<file path="src/rtl/dma_seq_pkg.sv">
package dma_seq_pkg;

   // Register map constants (byte offsets)
   localparam int unsigned REG_AW       = 12;
   localparam int unsigned GLOBAL_OFF   = 'h104;
   localparam int unsigned CH_BASE_OFF  = 'h200;
   localparam int unsigned CH_STRIDE    = 'h100;

   // Offsets inside one channel's group
   localparam logic [7:0] SUB_START_HI = 8'h00;
   localparam logic [7:0] SUB_START_LO = 8'h04;
   localparam logic [7:0] SUB_NEXT_HI  = 8'h08;
   localparam logic [7:0] SUB_NEXT_LO  = 8'h0C;
   localparam logic [7:0] SUB_CTRL     = 8'h10;

   // Control word layout
   localparam int unsigned CTRL_W         = 30;
   localparam int unsigned CTRL_EN_BIT    = 0;
   localparam int unsigned CTRL_PAUSE_BIT = 1;

   typedef enum logic {
      SEQ_IDLE = 1'b0,
      SEQ_BUSY = 1'b1
   } seq_state_e;

endpackage

</file>
<file path="src/rtl/dma_seq_glob.sv">
module dma_seq_glob #(
   parameter int unsigned NUM_CH = 6,
   localparam int unsigned GW    = 2 * NUM_CH
) (
   input  logic              clk,
   input  logic              rst_n,
   input  logic              wr_hit,
   input  logic [GW-1:0]     wr_bits,
   input  logic [NUM_CH-1:0] ctrl_wr,
   input  logic [NUM_CH-1:0] consume,
   output logic [NUM_CH-1:0] trig,
   output logic [NUM_CH-1:0] retrig
);

   logic [GW-1:0] g_q;
   logic [GW-1:0] g_next;

   // Clears are applied first, so a write landing with a clear still sets its bits
   always_comb begin
      g_next = g_q & ~{consume, ctrl_wr};
      if (wr_hit) g_next = g_next | wr_bits;
   end

   always_ff @(posedge clk or negedge rst_n) begin
      if (!rst_n) g_q <= '0;
      else        g_q <= g_next;
   end

   assign trig   = g_q[NUM_CH-1:0];
   assign retrig = g_q[GW-1:NUM_CH];

   // a write only ever adds bits
   a_r1_write_accumulates: assert property (@(posedge clk) disable iff (!rst_n)
      wr_hit |=> ((g_q & $past(wr_bits)) == $past(wr_bits)))
      else $error("R1: written bit did not stick");

   // bits rise only through a write
   a_r1_rise_only_on_write: assert property (@(posedge clk) disable iff (!rst_n)
      !wr_hit |=> ((g_q & ~$past(g_q)) == '0))
      else $error("R1: bit set without write");

   for (genvar i = 0; i < NUM_CH; i++) begin : g_chk
      // control write wipes the trigger
      a_r2_ctrl_clears_trig: assert property (@(posedge clk) disable iff (!rst_n)
         ctrl_wr[i] |=> !trig[i])
         else $error("R2: trigger survived control write");
      // sampled retrigger is consumed
      a_r5_consume_clears: assert property (@(posedge clk) disable iff (!rst_n)
         (consume[i] && !wr_hit) |=> !retrig[i])
         else $error("R5: retrigger survived consumption");
   end

endmodule

</file>
<file path="src/rtl/dma_seq_arb.sv">
module dma_seq_arb #(
   parameter int unsigned N  = 6,
   localparam int unsigned IW = (N > 1) ? $clog2(N) : 1
) (
   input  logic          clk,
   input  logic          rst_n,
   input  logic [N-1:0]  req,
   output logic [N-1:0]  gnt,
   output logic [IW-1:0] idx,
   output logic          any
);

   // Scan from the top down so the lowest requester is written last
   always_comb begin
      gnt = '0;
      idx = '0;
      any = 1'b0;
      for (int i = N - 1; i >= 0; i--) begin
         if (req[i]) begin
            gnt    = '0;
            gnt[i] = 1'b1;
            idx    = IW'(i);
            any    = 1'b1;
         end
      end
   end

   // at most one winner, drawn from the requesters, and the lowest
   a_r8_onehot: assert property (@(posedge clk) disable iff (!rst_n)
      $onehot0(gnt))
      else $error("R8: multiple grants");
   a_r8_subset: assert property (@(posedge clk) disable iff (!rst_n)
      (gnt & ~req) == '0)
      else $error("R8: grant without request");
   a_r8_lowest_first: assert property (@(posedge clk) disable iff (!rst_n)
      (gnt != '0) |-> ((req & (gnt - 1'b1)) == '0))
      else $error("R8: lower requester skipped");

endmodule

</file>
<file path="src/rtl/dma_seq_chan.sv">
module dma_seq_chan
   import dma_seq_pkg::*;
#(
   parameter int unsigned CH_IDX = 0,
   parameter int unsigned ADDR_W = 48,
   localparam int unsigned EXT_W = ADDR_W - 32
) (
   input  logic              clk,
   input  logic              rst_n,
   input  logic              wr_en,
   input  logic [REG_AW-1:0] wr_addr,
   input  logic [31:0]       wr_data,
   input  logic [REG_AW-1:0] rd_addr,
   output logic              rd_hit,
   output logic [31:0]       rd_data,
   input  logic              grant_i,
   input  logic              cmp_upd_i,
   input  logic [ADDR_W-1:0] cmp_next_i,
   input  logic              cmp_end_i,
   input  logic              cmp_err_i,
   output logic              ch_en,
   output logic              ch_pause,
   output logic [ADDR_W-1:0] start_addr,
   output logic [ADDR_W-1:0] next_addr,
   output logic              finished,
   output logic              ctrl_wr
);

   localparam logic [3:0] PAGE = 4'((CH_BASE_OFF + CH_IDX * CH_STRIDE) >> 8);

   logic [CTRL_W-1:0] ctrl_q;
   logic [EXT_W-1:0]  start_hi_q, next_hi_q;
   logic [31:0]       start_lo_q, next_lo_q;
   logic              fin_q;

   logic wr_grp;
   assign wr_grp  = wr_en && (wr_addr[11:8] == PAGE);
   assign ctrl_wr = wr_grp && (wr_addr[7:0] == SUB_CTRL);

   always_ff @(posedge clk or negedge rst_n) begin
      if (!rst_n) begin
         ctrl_q     <= '0;
         start_hi_q <= '0;
         start_lo_q <= '0;
         next_hi_q  <= '0;
         next_lo_q  <= '0;
         fin_q      <= 1'b1;
      end else begin
         if (ctrl_wr) ctrl_q <= wr_data[CTRL_W-1:0];
         if (wr_grp && wr_addr[7:0] == SUB_START_HI) start_hi_q <= wr_data[EXT_W-1:0];
         if (wr_grp && wr_addr[7:0] == SUB_START_LO) start_lo_q <= wr_data;
         // next pointer is owned by the descriptor engine, never by software
         if (cmp_upd_i && !cmp_err_i) begin
            next_hi_q <= cmp_next_i[ADDR_W-1:32];
            next_lo_q <= cmp_next_i[31:0];
         end
         if (grant_i)                      fin_q <= 1'b0;
         else if (cmp_upd_i && cmp_end_i)  fin_q <= 1'b1;
      end
   end

   assign ch_en      = ctrl_q[CTRL_EN_BIT];
   assign ch_pause   = ctrl_q[CTRL_PAUSE_BIT];
   assign start_addr = {start_hi_q, start_lo_q};
   assign next_addr  = {next_hi_q, next_lo_q};
   assign finished   = fin_q;

   assign rd_hit = (rd_addr[11:8] == PAGE);
   always_comb begin
      rd_data = '0;
      case (rd_addr[7:0])
         SUB_START_HI: rd_data = 32'(start_hi_q);
         SUB_START_LO: rd_data = start_lo_q;
         SUB_NEXT_HI:  rd_data = 32'(next_hi_q);
         SUB_NEXT_LO:  rd_data = next_lo_q;
         SUB_CTRL:     rd_data = 32'(ctrl_q);
         default:      rd_data = '0;
      endcase
   end

   // grants reach only enabled, running channels
   a_r3_grant_needs_enable: assert property (@(posedge clk) disable iff (!rst_n)
      grant_i |-> (ch_en && !ch_pause))
      else $error("R3: grant to disabled or paused channel");
   // end-of-chain report marks the channel finished
   a_r7_end_sets_finished: assert property (@(posedge clk) disable iff (!rst_n)
      (cmp_upd_i && cmp_end_i) |=> finished)
      else $error("R7: finished not set");
   // starting a chain clears the flag
   a_r7_grant_clears_finished: assert property (@(posedge clk) disable iff (!rst_n)
      grant_i |=> !finished)
      else $error("R7: finished not cleared at grant");
   // next pointer moves only on a clean completion
   a_r6_next_only_on_completion: assert property (@(posedge clk) disable iff (!rst_n)
      !(cmp_upd_i && !cmp_err_i) |=> ($stable(next_lo_q) && $stable(next_hi_q)))
      else $error("R6: next pointer changed without completion");

endmodule

</file>
<file path="src/rtl/dma_desc_seq.sv">
module dma_desc_seq
   import dma_seq_pkg::*;
#(
   parameter int unsigned NUM_CH = 6,
   parameter int unsigned ADDR_W = 48,
   localparam int unsigned CW    = (NUM_CH > 1) ? $clog2(NUM_CH) : 1,
   localparam int unsigned GW    = 2 * NUM_CH
) (
   input  logic              clk,
   input  logic              rst_n,
   input  logic              wr_en,
   input  logic [11:0]       wr_addr,
   input  logic [31:0]       wr_data,
   input  logic [11:0]       rd_addr,
   output logic [31:0]       rd_data,
   input  logic [NUM_CH-1:0] start_req,
   input  logic              cmp_valid,
   input  logic [ADDR_W-1:0] cmp_next,
   input  logic              cmp_last,
   input  logic              cmp_last_frame,
   input  logic              cmp_error,
   output logic              fetch_vld,
   output logic [ADDR_W-1:0] fetch_addr,
   output logic [CW-1:0]     fetch_ch
);

   // Elaboration checks
   if (NUM_CH < 2 || NUM_CH > 14) begin : g_bad_num_ch
      $error("NUM_CH must lie in 2..14 to fit the register map");
   end
   if (ADDR_W < 33 || ADDR_W > 64) begin : g_bad_addr_w
      $error("ADDR_W must lie in 33..64");
   end
   if (GW > 32) begin : g_bad_gw
      $error("global register exceeds 32 bits");
   end

   logic [NUM_CH-1:0] ch_en, ch_pause, fin, ctrl_wr, grant, cmp_upd, rd_hit;
   logic [NUM_CH-1:0] trig, retrig, consume, elig, arb_gnt;
   logic [ADDR_W-1:0] start_a [NUM_CH];
   logic [ADDR_W-1:0] next_a  [NUM_CH];
   logic [31:0]       rd_d    [NUM_CH];
   logic [CW-1:0]     arb_idx;
   logic              arb_any;

   seq_state_e        state_q;
   logic [NUM_CH-1:0] pend_q;
   logic [CW-1:0]     act_ch_q;
   logic              fetch_vld_q;
   logic [ADDR_W-1:0] fetch_addr_q;
   logic [CW-1:0]     fetch_ch_q;

   logic              gbl_wr, cmp_end;
   logic [NUM_CH-1:0] req_all;
   logic [ADDR_W-1:0] sel_addr;

   assign gbl_wr  = wr_en && (wr_addr == REG_AW'(GLOBAL_OFF));
   assign cmp_end = cmp_error | cmp_last | cmp_last_frame;

   // ---------------- per-channel register groups ----------------
   for (genvar i = 0; i < NUM_CH; i++) begin : g_ch
      dma_seq_chan #(
         .CH_IDX (i),
         .ADDR_W (ADDR_W)
      ) u_ch (
         .clk        (clk),
         .rst_n      (rst_n),
         .wr_en      (wr_en),
         .wr_addr    (wr_addr),
         .wr_data    (wr_data),
         .rd_addr    (rd_addr),
         .rd_hit     (rd_hit[i]),
         .rd_data    (rd_d[i]),
         .grant_i    (grant[i]),
         .cmp_upd_i  (cmp_upd[i]),
         .cmp_next_i (cmp_next),
         .cmp_end_i  (cmp_end),
         .cmp_err_i  (cmp_error),
         .ch_en      (ch_en[i]),
         .ch_pause   (ch_pause[i]),
         .start_addr (start_a[i]),
         .next_addr  (next_a[i]),
         .finished   (fin[i]),
         .ctrl_wr    (ctrl_wr[i])
      );
   end

   // ---------------- global trigger register ----------------
   dma_seq_glob #(.NUM_CH(NUM_CH)) u_glob (
      .clk     (clk),
      .rst_n   (rst_n),
      .wr_hit  (gbl_wr),
      .wr_bits (wr_data[GW-1:0]),
      .ctrl_wr (ctrl_wr),
      .consume (consume),
      .trig    (trig),
      .retrig  (retrig)
   );

   // ---------------- arbitration ----------------
   assign req_all = pend_q | start_req;
   assign elig    = req_all & trig & ch_en & ~ch_pause;

   dma_seq_arb #(.N(NUM_CH)) u_arb (
      .clk   (clk),
      .rst_n (rst_n),
      .req   (elig),
      .gnt   (arb_gnt),
      .idx   (arb_idx),
      .any   (arb_any)
   );

   assign grant   = (state_q == SEQ_IDLE) ? arb_gnt : '0;
   // retrigger is only looked at when the finished flag is clear
   assign consume = grant & ~fin & retrig;
   assign sel_addr = (fin[arb_idx] || retrig[arb_idx]) ? start_a[arb_idx] : next_a[arb_idx];

   always_comb begin
      cmp_upd = '0;
      if (state_q == SEQ_BUSY && cmp_valid) cmp_upd[act_ch_q] = 1'b1;
   end

   // ---------------- sequencer ----------------
   always_ff @(posedge clk or negedge rst_n) begin
      if (!rst_n) begin
         state_q      <= SEQ_IDLE;
         pend_q       <= '0;
         act_ch_q     <= '0;
         fetch_vld_q  <= 1'b0;
         fetch_addr_q <= '0;
         fetch_ch_q   <= '0;
      end else begin
         fetch_vld_q <= 1'b0;
         case (state_q)
            SEQ_IDLE: begin
               // ineligible requests are dropped, losing ones kept
               pend_q <= elig & ~arb_gnt;
               if (arb_any) begin
                  state_q      <= SEQ_BUSY;
                  act_ch_q     <= arb_idx;
                  fetch_vld_q  <= 1'b1;
                  fetch_addr_q <= sel_addr;
                  fetch_ch_q   <= arb_idx;
               end
            end
            default: begin
               pend_q <= pend_q | start_req;
               if (cmp_valid) state_q <= SEQ_IDLE;
            end
         endcase
      end
   end

   assign fetch_vld  = fetch_vld_q;
   assign fetch_addr = fetch_addr_q;
   assign fetch_ch   = fetch_ch_q;

   always_comb begin
      rd_data = '0;
      for (int i = 0; i < NUM_CH; i++) begin
         if (rd_hit[i]) rd_data = rd_data | rd_d[i];
      end
   end

   // nothing is granted while a descriptor is outstanding
   a_r8_no_grant_when_busy: assert property (@(posedge clk) disable iff (!rst_n)
      (state_q == SEQ_BUSY) |-> (grant == '0))
      else $error("R8: grant while busy");
   // strobe lasts one cycle
   a_r9_strobe_one_cycle: assert property (@(posedge clk) disable iff (!rst_n)
      fetch_vld_q |=> !fetch_vld_q)
      else $error("R9: strobe longer than one cycle");
   // only triggered channels are granted
   a_r3_grant_is_triggered: assert property (@(posedge clk) disable iff (!rst_n)
      (grant != '0) |-> ((grant & trig) == grant))
      else $error("R3: grant without trigger");

endmodule

</file>
<file path="config.mk">
export PLATFORM = sky130hd
export DESIGN_NAME = dma_desc_seq
export DESIGN_NICKNAME = d
export VERILOG_FILES = /design/src/rtl/dma_seq_pkg.sv /design/src/rtl/dma_seq_glob.sv /design/src/rtl/dma_seq_arb.sv /design/src/rtl/dma_seq_chan.sv /design/src/rtl/dma_desc_seq.sv
export SDC_FILE = /design/constraint.sdc
export NUM_CORES = 1
export LEC_CHECK = 0
export BUFFER_PORTS_ARGS = -buffer_cell sky130_fd_sc_hd__buf_4
export CAP_MARGIN = 20
export CORE_UTILIZATION = 36
export CTS_BUF_LIST = sky130_fd_sc_hd__clkbuf_16
export DETAILED_ROUTE_END_ITERATION = 8
export GPL_ROUTABILITY_DRIVEN = 0
export SETUP_SLACK_MARGIN = 0.3
export SLEW_MARGIN = 15
export SYNTH_ARGS = -nofsm -noshare
export SYNTH_HDL_FRONTEND = slang
export SYNTH_SLANG_ARGS = --single-unit
</file>
<file path="constraint.sdc">
create_clock -name clk -period 2.75 [get_ports clk]
set_input_delay 0 -clock clk [delete_from_list [all_inputs] [get_ports clk]]
set_output_delay 0 -clock clk [all_outputs]
set_load 0.01 [all_outputs]
</file>
Yosys cells after proc, flatten, opt, wreduce, memory -nomap -nowiden
Cells that the tools add are included.
{"block": "op_classes", "n_lt_le_gt_ge": 4, "eq_ne": 19, "mux": 63, "n_bitwise": 22, "n_reduce_logical": 50}
{"op": "$pmux 32 s5", "n": 6}
{"op": "$bmux 48 s3", "n": 2}
{"op": "$mux 48", "n": 5}
{"op": "$mux 32", "n": 6}
{"op": "$or 32x32->32", "n": 5}
{"op": "$mux 6", "n": 9}
{"op": "$logic_and 1x1->1", "n": 39}
{"op": "$and 6x6->6", "n": 6}
{"op": "$eq 4x3->1 const B", "n": 8}
{"op": "$mux 1", "n": 25}
{"op": "$mux 3", "n": 6}
{"op": "$not 6->6", "n": 3}
{"op": "$eq 4x2->1 const B", "n": 4}
{"op": "$eq 8x3->1 const B", "n": 2}
{"op": "$eq 8x4->1 const B", "n": 2}
{"op": "$eq 8x5->1 const B", "n": 2}
{"op": "$logic_not 8->1", "n": 2}
{"op": "$and 12x12->12", "n": 1}
{"op": "$eq 12x9->1 const B", "n": 1}
{"op": "$mux 12", "n": 1}
{"op": "$not 12->12", "n": 1}
{"op": "$or 12x12->12", "n": 1}
{"op": "$reduce_bool 2->1", "n": 6}
{"op": "$lt 3x4->1 const B", "n": 2}
{"op": "11 further kinds", "n": 13}
{"block": "word_totals", "register_bits": 833, "in_bits": 117, "word_cells": 200}

Longest topological paths before layout
{"block": "depth", "depth_word": 17, "depth_mapped": 11}

Cells and area by module
Synthesis repeated with hierarchy kept, for this count alone.
{"block": "unflattened", "hier_cells": 3783, "area_unflattened_um2": 45316.0}
{"mod": "dma_seq_chan (g_ch[0].u_ch ...)", "instances": 2, "cells_each": 451, "area_per_inst_um2": 6058.3, "seq_area_each_um2": 3179.3}
{"mod": "dma_seq_chan (g_ch[3].u_ch ...)", "instances": 2, "cells_each": 451, "area_per_inst_um2": 6052.1, "seq_area_each_um2": 3179.3}
{"mod": "dma_desc_seq", "instances": 1, "cells_each": 1009, "area_per_inst_um2": 8409.3, "seq_area_each_um2": 1476.4}
{"mod": "dma_seq_chan (g_ch[5].u_ch)", "instances": 1, "cells_each": 451, "area_per_inst_um2": 6049.6, "seq_area_each_um2": 3179.3}
{"mod": "dma_seq_chan (g_ch[1].u_ch)", "instances": 1, "cells_each": 453, "area_per_inst_um2": 6043.3, "seq_area_each_um2": 3179.3}
{"mod": "dma_seq_glob", "instances": 1, "cells_each": 49, "area_per_inst_um2": 499.2, "seq_area_each_um2": 300.3}
{"mod": "dma_seq_arb", "instances": 1, "cells_each": 17, "area_per_inst_um2": 93.8, "seq_area_each_um2": 0.0}

Least setup slack after synthesis
Ideal clock, no wire load.
{"block": "synth_path", "kind": "reg2reg", "start": "register pend_q[1]", "end": "register fetch_addr_q[41], in the netlist fetch_addr[41]", "setup_time_ns": 0.137, "t_arrival_ns": 2.169, "slack_ns": 0.444, "path_stages_with_launch": 10, "period_less_slack_ns": 2.306, "path_cell_list": "dfrtp_1 -> o211ai_4 -> nor2_4 -> nor4_4 -> buf_6 -> nand2_2 -> buf_4 -> o221a_1 -> a211oi_1 -> o31ai_1"}
{"block": "synth_between", "elab_chain_len": 11, "word_cells_on_any_way": 22}
{"item": "start: declaration", "line": "dma_desc_seq.sv:47", "rtl": "logic [NUM_CH-1:0] pend_q;"}
{"item": "start signal: assignment", "line": "dma_desc_seq.sv:137", "rtl": "pend_q <= elig & ~arb_gnt;"}
{"item": "start signal: assignment", "line": "dma_desc_seq.sv:147", "rtl": "pend_q <= pend_q | start_req;"}
{"item": "$or 6x6->6 *", "line": "dma_desc_seq.sv:101", "rtl": "assign req_all = pend_q | start_req;"}
{"item": "$and 6x6->6 * (3 in a row)", "line": "dma_desc_seq.sv:102", "rtl": "assign elig = req_all & trig & ch_en & ~ch_pause;"}
{"item": "$mux 3 (2 in a row)", "line": "dma_seq_arb.sv:19", "rtl": "if (req[i]) begin"}
{"item": "$not 3->4 (not written as such)", "line": "dma_desc_seq.sv:116", "rtl": "assign sel_addr = (fin[arb_idx] || retrig[arb_idx]) ? start_a[arb_idx] : next_a[arb_idx];"}
{"item": "$bmux 48 s3", "line": "dma_desc_seq.sv:116"}
{"item": "$mux 48 (not written as such) (2 in a row)", "line": "dma_desc_seq.sv:116"}
{"item": "$mux 48", "line": "dma_desc_seq.sv:116"}
{"item": "end signal: assignment", "line": "dma_desc_seq.sv:142", "rtl": "fetch_addr_q <= sel_addr;"}
{"item": "end: declaration", "line": "dma_desc_seq.sv:50", "rtl": "logic [ADDR_W-1:0] fetch_addr_q;"}
Mark *: on every way between the ends. The rest lies on a longest branch, timed or not. The select of a mux whose other input is x is not followed.
A chain may end at the register's enable or synchronous reset.

Worst setup path after layout
{"block": "layout_path", "start": "register u_glob.g_q[4]", "end": "register fetch_addr_q[31], in the netlist fetch_addr[31]"}
{"block": "layout_between", "elab_chain_len": 13, "word_cells_on_any_way": 27}
{"item": "start: declaration", "line": "dma_seq_glob.sv:15", "rtl": "logic [GW-1:0] g_q;"}
{"item": "start signal: assignment", "line": "dma_seq_glob.sv:26", "rtl": "else g_q <= g_next;"}
{"item": "$and 6x6->6 * (3 in a row)", "line": "dma_desc_seq.sv:102"}
{"item": "$mux 3 (5 in a row)", "line": "dma_seq_arb.sv:19"}
{"item": "$not 3->4 (not written as such)", "line": "dma_desc_seq.sv:116"}
{"item": "$bmux 48 s3", "line": "dma_desc_seq.sv:116"}
{"item": "$mux 48 (not written as such) (2 in a row)", "line": "dma_desc_seq.sv:116"}
{"item": "$mux 48", "line": "dma_desc_seq.sv:116"}
Marked as above.

==> summary.txt <==
Timing
  – Tmin final: 2.678 ns
  – Slew margin rel.: 0.3141
  – Final Hold Fails: 0
  – RSZ-0062 raised after global routing: yes
  – Max Clk Rate: 373.4 MHz
  – Tcrit/Tclk final: 0.9739
  – Finish-stage setup viols: 0
  – Slew Viols, Final: 0
  – Clock Skew: 0.03090 ns
  – Slew @ Worst Pin: 1.029 ns

Route
  – Final wirelength: 194800 um
  – Vias/cell: 6.603
  – WL met1: 74530 um
  – DRT iter0 DRCs: 5292
  – DR pass1 iterations: 7
  – Average routed wire per standard cell: 34.18 um
  – Top Metal Used: met5
  – Post-route ant nets: 0
  – Met2 Routed Length: 84770 um
  – Vias: 37630
  – Met3 WL: 23410 um
  – Post-route DRC violation count: 0

Clock network
  – Clk_lat worst skew: 0.69 ns
  – H-tree depth: 3
  – Clock slew at reported path FFs: 0.07 ns
  – Root Buffer: clkbuf_16
  – Total CTS buffers: 88
  – Max clock buf depth: 3
  – Sink Count: 833
  – CTS tree: built

Yosys
  – Post-Syn Instances: 3774
  – Post-synthesis async set-or-reset flop share: 1.000
  – Synth Register Bits: 833
  – Distinct cells, synth: 79
  – Mapped cell area: 42770 um^2
  – Adder-cell share of the synthesized area: 0
  – Mux cell area share after synthesis: 0.2307
  – Sequential area share after synthesis: 0.4875
  – Compound-Gate Fraction of Synth Area: 0.1714
  – Simple-gate area share of the yosys netlist: 0.07041
  – Synth Flop Type: dfrtp_1
  – Synth warn: 0
  – Synth Area per Inst: 11.33 um^2
  – EDFF count, synth: 0
  – Syn Nets: 3891
  – Largest family of logic cells by synthesized area: multiplexers
  – Synth Area in XOR/XNOR: 0

Setup path
  – Worst Setup Start Kind: flop
  – Worst Path Max Fanout: 5
  – WP data arrival: 3.26 ns
  – Max stage delay cell, worst path: a2111o_2
  – Most common cell on crit path: buf_4
  – CP Class: flop to flop
  – CP required: 3.33 ns
  – Setup crit end kind: flop
  – Slowest stage delay, CP: 0.46 ns
  – Crit path cell chain: o211ai_1 -> or2_4 -> a211oi_4 -> nor2_4 -> a2111o_2 -> buf_4 -> buf_4 -> buf_4 -> o311a_1 -> o31ai_2

Power
  – Sequential share of power: 0.459
  – Pwr Total: 0.02894 W
  – Switching share of power: 0.2775
  – VDD IR max: 435.1 uV
  – Internal power: 0.02091 W
  – Clock share of power: 0.410
  – Pwr dens: 543.4 nW/um^2
  – LEAKAGE: 24.12 nW
  – Psw: 0.008031 W
  – Combinational fraction of design power: 0.131

Placed design
  – DP HPWL: 115500 um
  – IO buf count: 200

Floorplan
  – I/O pins: 201
  – Die footprint: 120200 um^2
  – # rows: 126
  – CORE AREA: 117900 um^2
  – Initial Utilization: 0.3627
  – Die Y: 346.7 um
  – Die Wd: 346.7 um

Cells and area
  – Fill count: 10890
  – Final core utilization: 0.4516
  – Multi-input gate area in the final layout: 20960 um^2
  – Seq. cell area: 20860 um^2
  – Layout cells sized above 1: 0.3771
  – Area delta synth->final: 24.51%
  – Total Nets Final: 4203

Flow run
  – Max-Cap Viols: 0

Global route
  – Overall Global Routing Usage: 0.3071
  – Pin count of the biggest net entering global routing: 126
  – Initial antenna violation count: 12
  – First-pass GRT wire length: 269400 um
  – Total gr overflow: 0
  – Vias in the first global route: 36870

Hold path
  – HP Class: primary input to asynchronous set/reset pin

Run status
  – Status: complete, no violations
## final timing paths
kind,to,slack (ns),from,cells past startpoint
worst max-delay path,fetch_addr[31],0.07,u_glob.g_q[4],10
worst min-delay path,g_ch[2].u_ch.ctrl_q[23],0.02,rst_n,3
worst max register to register,fetch_addr[31],0.07,u_glob.g_q[4],10
worst min register to register,fetch_addr[7],0.49,fetch_addr[7],2
max in group asynchronous,g_ch[3].u_ch.start_lo_q[28],1.93,rst_n,3
min in group clk,u_glob.g_q[11],0.02,wr_addr[10],6
## worst max-delay path: cells and delay by family, from the launching register on
kind | cells | cell delay [ns]
AOI/OAI and AO/OA | 5 | 1.29
buffers and inverters | 3 | 0.46
and+or+nand+nor | 2 | 0.41
DFF | 1 | 0.39
## through the flow
stage,area (um^2),TNS (ns),hold WS [ns],setup WS (ns),instances
after floorplan,42770,0,-0.2956,0.4440,3774
after global placement,47690,0,-0.05841,0.03673,5347
after detailed placement,47690,-0.02710,-0.05864,-0.02710,5347
after CTS,52030,0,0.0001022,0.2150,5632
after global routing,53240,0,0.03407,0.07272,5694
final,53250,0,0.01717,0.07170,5699
## per-layer routing
metal,global-route usage,vias up
met5,0.008003,-
met4,0.1638,8
met3,0.08068,696
met2,0.4609,2733
met1,0.4034,19160
li1,-,15030
## power groups by stage
stage | Clock [W] | Sequential, W | Combinational (W)
after floorplan | 0 | 0.0133 | 0.00164
after global placement | 0 | 0.0135 | 0.00305
after detailed placement | 0 | 0.0135 | 0.00309
after CTS | 0.0119 | 0.0133 | 0.00328
after global routing | 0.0124 | 0.0133 | 0.00395
final | 0.0119 | 0.0133 | 0.00379
## registers in the layout (all words and copies together) (netlist names)
signal	cells
state_q	1
fetch_addr	48
g_ch.u_ch.start_hi_q	96
g_ch.u_ch.start_lo_q	192
g_ch.u_ch.finished	6
g_ch.u_ch.next_lo_q	192
pend_q	6
fetch_vld	1
g_ch.u_ch.ctrl_q	180
fetch_ch	3
u_glob.g_q	12
g_ch.u_ch.next_hi_q	96
## layout by cell type, fill, tap and decap left out, types with 8 or more instances in the layout
cell type,instances
mux2i_1,143
dlygate4sd3_1,91
o311ai_0,22
a21oi_1,187
or3_4,15
inv_1,49
buf_12,96
o31ai_1,11
o311ai_1,37
o31ai_2,14
nand3_1,61
nand2_2,8
dfrtp_1,824
a22oi_2,11
diode_2,10
buf_4,361
a22oi_1,160
a21oi_2,9
nor3_1,72
a211oi_2,13
o21ai_0,91
clkinv_1,20
clkinv_2,13
o22a_1,14
a211oi_1,13
and4_1,42
mux2_2,743
o2111a_1,44
o22ai_1,223
buf_6,40
nor2_4,15
clkbuf_16,100
a221oi_1,52
nand2_1,140
o211ai_1,24
a211o_1,22
o221ai_1,9
and2_1,43
nor2_1,118
## synthesized netlist by cell type (all sizes together) (7+ instances only)
master / instances / share of area
nor2b: 11 / 0.0016
and2: 45 / 0.0066
clkbuf: 273 / 0.024
a22oi: 171 / 0.030
nand2: 155 / 0.014
buf: 121 / 0.013
o22a: 14 / 0.0029
a221oi: 54 / 0.011
o32ai: 7 / 0.0014
nand3: 65 / 0.0076
inv: 28 / 0.0025
o311ai: 63 / 0.013
o221ai: 14 / 0.0029
nand2b: 8 / 0.0012
o211ai: 26 / 0.0050
o221a: 8 / 0.0021
a21oi: 196 / 0.023
o2111a: 45 / 0.012
or3: 21 / 0.0031
and3: 8 / 0.0012
o21ai: 92 / 0.011
a211o: 22 / 0.0045
mux2i: 150 / 0.035
nor3: 77 / 0.0094
and4: 43 / 0.0088
mux2: 743 / 0.20
dfrtp: 827 / 0.48
nor2: 137 / 0.012
o22ai: 224 / 0.033
o31ai: 25 / 0.0060
a211oi: 28 / 0.0054
## layout make-up
class                      count  share of cell area
multi-input combinational   2519              0.3935
sequential                   833              0.3916
timing repair buffer         616              0.1249
clock buffer                  89             0.04182
tap                         1536             0.03609
clock inverter                68            0.009633
inverter                      28            0.001974
antenna                       10           0.0004699
## logic make-up (layout without fill, tap and decap cells)
logic type / Yosys count / count (layout)
AOI/OAI and AO/OA: 1029 / 1029
buffers and inverters: 422 / 801
DFF: 833 / 833
muxes: 893 / 893
other: 0 / 10
and+or+nand+nor: 597 / 597
## repair_timing
item | in CTS | in global routing
resized for setup | 61 | 123
gates cloned | 6 | 16
setup buffers | 30 | 41
hold endpoints to repair | 1505 | 0
pin swaps | 21 | 50
hold buffers | 92 | 0
setup endpoints to repair | 96 | 63
(Power assumes the default switching activity.)
